$ cat src/rtl/sid_pkg.sv
package sid_pkg;

    localparam int ID_W_DEF     = 6;
    localparam int MIN_HIGH_DEF = 2;

    typedef enum logic [2:0] {
        ST_IDLE    = 3'd0,
        ST_HELD    = 3'd1,
        ST_COUNT   = 3'd2,
        ST_DONE    = 3'd3,
        ST_EXPIRED = 3'd4
    } sid_state_e;

    typedef struct packed {
        logic start;
        logic step;
        logic capture;
        logic cap_zero;
    } sid_ctrl_t;

endpackage

$ cat src/rtl/sid_rst_qual.sv
module sid_rst_qual #(
    parameter int MIN_HIGH = sid_pkg::MIN_HIGH_DEF
) (
    input  logic clk,
    input  logic srst,
    input  logic rst_line,
    output logic release_ok
);
    localparam int HW = $clog2(MIN_HIGH + 1);
    localparam logic [HW-1:0] HI_LIM = HW'(MIN_HIGH);

    logic [HW-1:0] hi_cnt;

    // consecutive high samples, saturating at the qualifying length
    always_ff @(posedge clk) begin
        if (srst) begin
            hi_cnt <= '0;
        end else if (rst_line) begin
            if (hi_cnt < HI_LIM)
                hi_cnt <= hi_cnt + 1'b1;
        end else begin
            hi_cnt <= '0;
        end
    end

    assign release_ok = !rst_line && (hi_cnt >= HI_LIM);

endmodule

$ cat src/rtl/sid_pos_counter.sv
module sid_pos_counter #(
    parameter int ID_W = sid_pkg::ID_W_DEF
) (
    input  logic            clk,
    input  logic            srst,
    input  logic            start,
    input  logic            step,
    output logic [ID_W-1:0] cnt,
    output logic            at_max
);
    localparam logic [ID_W-1:0] CNT_MAX = '1;

    always_ff @(posedge clk) begin
        if (srst) begin
            cnt <= '0;
        end else if (start) begin
            cnt <= ID_W'(1);
        end else if (step && !at_max) begin
            cnt <= cnt + 1'b1;
        end
    end

    assign at_max = (cnt == CNT_MAX);

endmodule

$ cat src/rtl/sid_ctrl_fsm.sv
module sid_ctrl_fsm
    import sid_pkg::*;
(
    input  logic       clk,
    input  logic       srst,
    input  logic       rst_line,
    input  logic       sdi,
    input  logic       release_ok,
    input  logic       at_max,
    output sid_ctrl_t  ctrl,
    output logic       sdo
);
    sid_state_e state, state_n;
    logic       sdo_n;

    always_comb begin
        state_n = state;
        sdo_n   = sdo;
        ctrl    = '0;
        if (rst_line) begin
            state_n = ST_HELD;
            sdo_n   = 1'b1;
        end else begin
            unique case (state)
                ST_HELD: begin
                    if (!release_ok) begin
                        state_n = ST_IDLE;
                    end else if (!sdi) begin
                        ctrl.capture  = 1'b1;
                        ctrl.cap_zero = 1'b1;
                        sdo_n         = 1'b0;
                        state_n       = ST_DONE;
                    end else begin
                        ctrl.start = 1'b1;
                        state_n    = ST_COUNT;
                    end
                end
                ST_COUNT: begin
                    if (!sdi) begin
                        ctrl.capture = 1'b1;
                        sdo_n        = 1'b0;
                        state_n      = ST_DONE;
                    end else if (at_max) begin
                        state_n = ST_EXPIRED;
                    end else begin
                        ctrl.step = 1'b1;
                    end
                end
                default: begin
                    state_n = state;
                end
            endcase
        end
    end

    always_ff @(posedge clk) begin
        if (srst) begin
            state <= ST_IDLE;
            sdo   <= 1'b0;
        end else begin
            state <= state_n;
            sdo   <= sdo_n;
        end
    end

endmodule

$ cat src/rtl/serial_id_assign.sv
module serial_id_assign
    import sid_pkg::*;
#(
    parameter int ID_W     = ID_W_DEF,
    parameter int MIN_HIGH = MIN_HIGH_DEF
) (
    input  logic            clk,
    input  logic            srst,
    input  logic            rst_line,
    input  logic            sdi,
    output logic            sdo,
    output logic [ID_W-1:0] dev_id,
    output logic            id_valid
);
    logic            release_ok;
    logic            at_max;
    logic [ID_W-1:0] pos_cnt;
    sid_ctrl_t       ctrl;

    sid_rst_qual #(.MIN_HIGH(MIN_HIGH)) u_qual (
        .clk        (clk),
        .srst       (srst),
        .rst_line   (rst_line),
        .release_ok (release_ok)
    );

    sid_pos_counter #(.ID_W(ID_W)) u_cnt (
        .clk    (clk),
        .srst   (srst),
        .start  (ctrl.start),
        .step   (ctrl.step),
        .cnt    (pos_cnt),
        .at_max (at_max)
    );

    sid_ctrl_fsm u_fsm (
        .clk        (clk),
        .srst       (srst),
        .rst_line   (rst_line),
        .sdi        (sdi),
        .release_ok (release_ok),
        .at_max     (at_max),
        .ctrl       (ctrl),
        .sdo        (sdo)
    );

    // identifier register: cleared by any reset sample, loaded on capture
    always_ff @(posedge clk) begin
        if (srst || rst_line) begin
            dev_id   <= '0;
            id_valid <= 1'b0;
        end else if (ctrl.capture) begin
            dev_id   <= ctrl.cap_zero ? '0 : pos_cnt;
            id_valid <= 1'b1;
        end
    end

endmodule

$ cat config.mk
export PLATFORM = sky130hd
export DESIGN_NAME = serial_id_assign
export DESIGN_NICKNAME = d
export VERILOG_FILES = /design/src/rtl/sid_pkg.sv /design/src/rtl/sid_rst_qual.sv /design/src/rtl/sid_pos_counter.sv /design/src/rtl/sid_ctrl_fsm.sv /design/src/rtl/serial_id_assign.sv
export SDC_FILE = /design/constraint.sdc
export NUM_CORES = 1
export LEC_CHECK = 0
export BUFFER_PORTS_ARGS = -buffer_cell sky130_fd_sc_hd__buf_2
export CAP_MARGIN = 20
export CORE_MARGIN = 1
export CORE_UTILIZATION = 55
export CTS_CLUSTER_SIZE = 28
export DETAILED_ROUTE_END_ITERATION = 6
export PLACE_DENSITY = 0.87
export SLEW_MARGIN = 5
export SYNTH_ARGS = -nofsm -noshare
export SYNTH_HDL_FRONTEND = slang
export SYNTH_SLANG_ARGS = --single-unit
$ cat constraint.sdc
create_clock -name clk -period 5.77 [get_ports clk]
set_input_delay 1.154 -clock clk [delete_from_list [all_inputs] [get_ports clk]]
set_output_delay 1.154 -clock clk [all_outputs]
set_load 0.01 [all_outputs]
==> results by group <==
Detailed routing
  – DR vias/cell: 5.848
  – Drt drc: 0
  – Wire length per cell: 12.61 um
  – Routed Antenna Nets: 0
  – Final WL: 1.665 mm
  – Detailed-router iteration count before antenna repair: 4
  – Number of DRC markers in iteration 0: 25
  – Via count: 772

Worst setup path
  – Setup crit start kind: input port
  – Top Family by Delay on Critical Path: compound AO/OA/AOI/OAI gates
  – Slowest cell on crit path: a2111oi_4
  – WS Path Type: in -> reg
  – Peak fanout along the critical path: 9
  – Critical Path, Cell by Cell: buf_2 -> nand2b_4 -> a2111oi_4 -> nand4_1 -> mux2_1
  – Crit end category: flop
  – Worst Path Buf+Inv: 1
  – Crit-path max cell delay: 570 ps
  – Critical Path AT: 2460 ps
  – WP data required: 5950 ps

Power
  – Pleak: 0.3679 nW
  – Sw frac: 0.2366
  – Clock share of power: 0.302
  – Worst vdd ir: 139.9 uV
  – Sequential fraction of design power: 0.620
  – Total power: 0.2183 mW
  – Int Power: 0.1667 mW
  – Power per Cell Area: 217.0 nW/um^2
  – Combinational cell fraction of total power: 0.078
  – P_sw: 0.05165 mW

STA
  – Final Hold Fails: 0
  – Period utilisation layout: 0.3941
  – RSZ-0062 raised after global routing: false
  – # setup viols final: 0
  – F_max: 0.4397 GHz
  – Setup WS post-layout: 3496 ps
  – Slew HR: 0.6247
  – Post-Route Skew: 7.293 ps
  – Period minus WS final: 2274 ps
  – Slew Limit Fails: 0
  – Least-Margin Pin Slew: 563.0 ps
  – Setup TNS: 0 ps

Clocking
  – Latest clock arrival within the worst-skew pair: 290 ps
  – TritonCTS buffer count: 3
  – Deepest clock path buffer count: 2
  – CTS sink count: 19
  – Post-CTS Hold Buffers: 0
  – H-tree depth: 1
  – Clock root buffer: clkbuf_4
  – Post-CTS Resized: 0
  – CTS tree: done
  – Worst-path clk slew: 110 ps
  – # Post-CTS Setup Buffers: 0

GRT
  – Pin count of the biggest net entering global routing: 11
  – Remaining Overflow, GRT: 0
  – Initial antenna violation count: 0
  – Vias in the first global route: 637
  – First-pass GRT wire length: 2.766 mm
  – Global Route Usage Sum: 0.1965

Layout
  – Share of cells above drive strength 1: 0.1897
  – Fillers: 130
  – Nets: 123
  – Antenna Cells: 0
  – Area Growth Syn to Fin: 8.064%

Floorplanning
  – Starting Density: 0.6039
  – Die area: 1861 um^2
  – Row count: 14
  – Die Y: 43.14 um
  – Core ar.: 1541 um^2
  – I/O pins: 12
  – Die span in x: 43.14 um

Placed design
  – Hpwl dp: 1.236 mm
  – Post-place setup slack: 3194 ps
  – GP Congestion: 0.7900
  – Port bufs: 11

Outcome
  – Status: completed

Yosys
  – Avg Cell Area, Syn: 8.951 um^2
  – Post-synth EDFFs: 0
  – YS warnings: 0
  – Mapped Nets: 110
  – Synth top area share: 0.4086
  – FFs w/ async S/R, synth: 0
  – Main synth FF type: dfxtp_1
  – Most common cell in the netlist: dfxtp_1
  – Synth Instances: 104
  – Synth cell types: 35
  – Top cells by instance count after synthesis: dfxtp_1 (19), inv_1 (12), nor2_1 (9), a21oi_1 (8), nand2_1 (7)
  – Yosys reg bits: 19
  – Post-Synthesis Cell Area: 930.9 um^2
  – Synth top area cells: dfxtp_1 (41%), inv_1 (4.8%), a221oi_1 (4.7%)
  – Seq/Total Area, Yosys: 0.4086
  – Top cell type by total area after synthesis: dfxtp_1

Hold path
  – Classification of the worst-slack hold path: reg -> reg

Run
  – Max-cap violations: 0
==> state kept, by name (all words and copies together), names as in the netlist <==
name / count
dev_id: 6
u_cnt.cnt: 6
u_fsm.state: 3
u_qual.hi_cnt: 2
id_valid: 1
u_fsm.sdo: 1
==> metrics by stage <==
step / hold slack (ps) / util / cells / cell area, um^2
finish: 448.3 / 0.6526 / 132 / 1006
global route: 487.3 / 0.6526 / 132 / 1006
floorplan: 469.6 / - / 104 / 930.9
CTS: 450.1 / 0.6526 / 132 / 1006
global placement: 432.3 / 0.6356 / 128 / 979.7
detailed placement: 434.2 / 0.6356 / 128 / 979.7
==> final timing paths <==
| path | slack [ps] | start | cells after the start | endpoint |
|---|---|---|---|---|
| max | 3500 | sdi | 5 | u_cnt.cnt[4] |
| min | 450 | id_valid | 2 | id_valid |
| min reg2reg | 450 | id_valid | 2 | id_valid |
| max reg2reg | 3750 | u_cnt.cnt[0] | 5 | u_cnt.cnt[4] |
==> kinds of logic after synthesis <==
family                     Yosys count  synth area share
AOI/OAI and AO/OA                   28            0.2299
adders and majority gates            2           0.02688
xor gates and xnor gates             1          0.009410
and+or+nand+nor                     37            0.2258
DFF                                 19            0.4086
buffers and inverters               15           0.07660
muxes                                2           0.02285
==> cells in the final DEF, fill, tap and decap left out, types with 2 or more instances in the layout <==
| cell | synthesis | final |
|---|---|---|
| dfxtp_1 | 19 | 19 |
| inv_1 | 12 | 12 |
| buf_2 | 0 | 11 |
| nor2_1 | 9 | 9 |
| a21oi_1 | 8 | 8 |
| nand2_1 | 7 | 7 |
| a221oi_1 | 5 | 5 |
| nor3_1 | 4 | 4 |
| o21ai_0 | 4 | 4 |
| nor2b_1 | 3 | 3 |
| clkbuf_4 | 0 | 3 |
| nand2b_4 | 2 | 2 |
| and3_1 | 2 | 2 |
| nand3_1 | 2 | 2 |
| nand4b_1 | 2 | 2 |
| a311oi_1 | 2 | 2 |
| ha_1 | 2 | 2 |
==> tightest hold or removal path: stages (launching register included) <==
cell and delay (ps):
dfxtp_1 320, inv_1 40, a21oi_1 50
==> cell type report <==
cell class              instances  area, um^2  share of cell area
inverters                      12       45.04             0.04478
multi-input cells              70       479.2              0.4764
flip-flops and latches         19       380.4              0.3781
well taps                      16       20.02             0.01990
clock buffers                   4       26.28             0.02612
repair buffers                 11       55.05             0.05473
==> layer usage <==
metal / share of wire / vias to the layer above / GRT usage / routed length (um)
met2: 0.45 / 19 / 0.2985 / 747
met5: 0 / - / 0 / 0
met1: 0.50 / 350 / 0.2737 / 827
li1: - / 401 / - / -
met4: 0.0078 / 0 / 0.07273 / 13
met3: 0.046 / 2 / 0.03830 / 77
==> power groups by stage <==
stage / Sequential [mW] / Combinational, mW / Clock, mW
finish: 0.135 / 0.0170 / 0.0660
global route: 0.136 / 0.0194 / 0.0728
CTS: 0.135 / 0.0169 / 0.0669
detailed placement: 0.138 / 0.0169 / 0
global placement: 0.138 / 0.0163 / 0
floorplan: 0.138 / 0.0122 / 0
(Power assumes the default switching activity.)
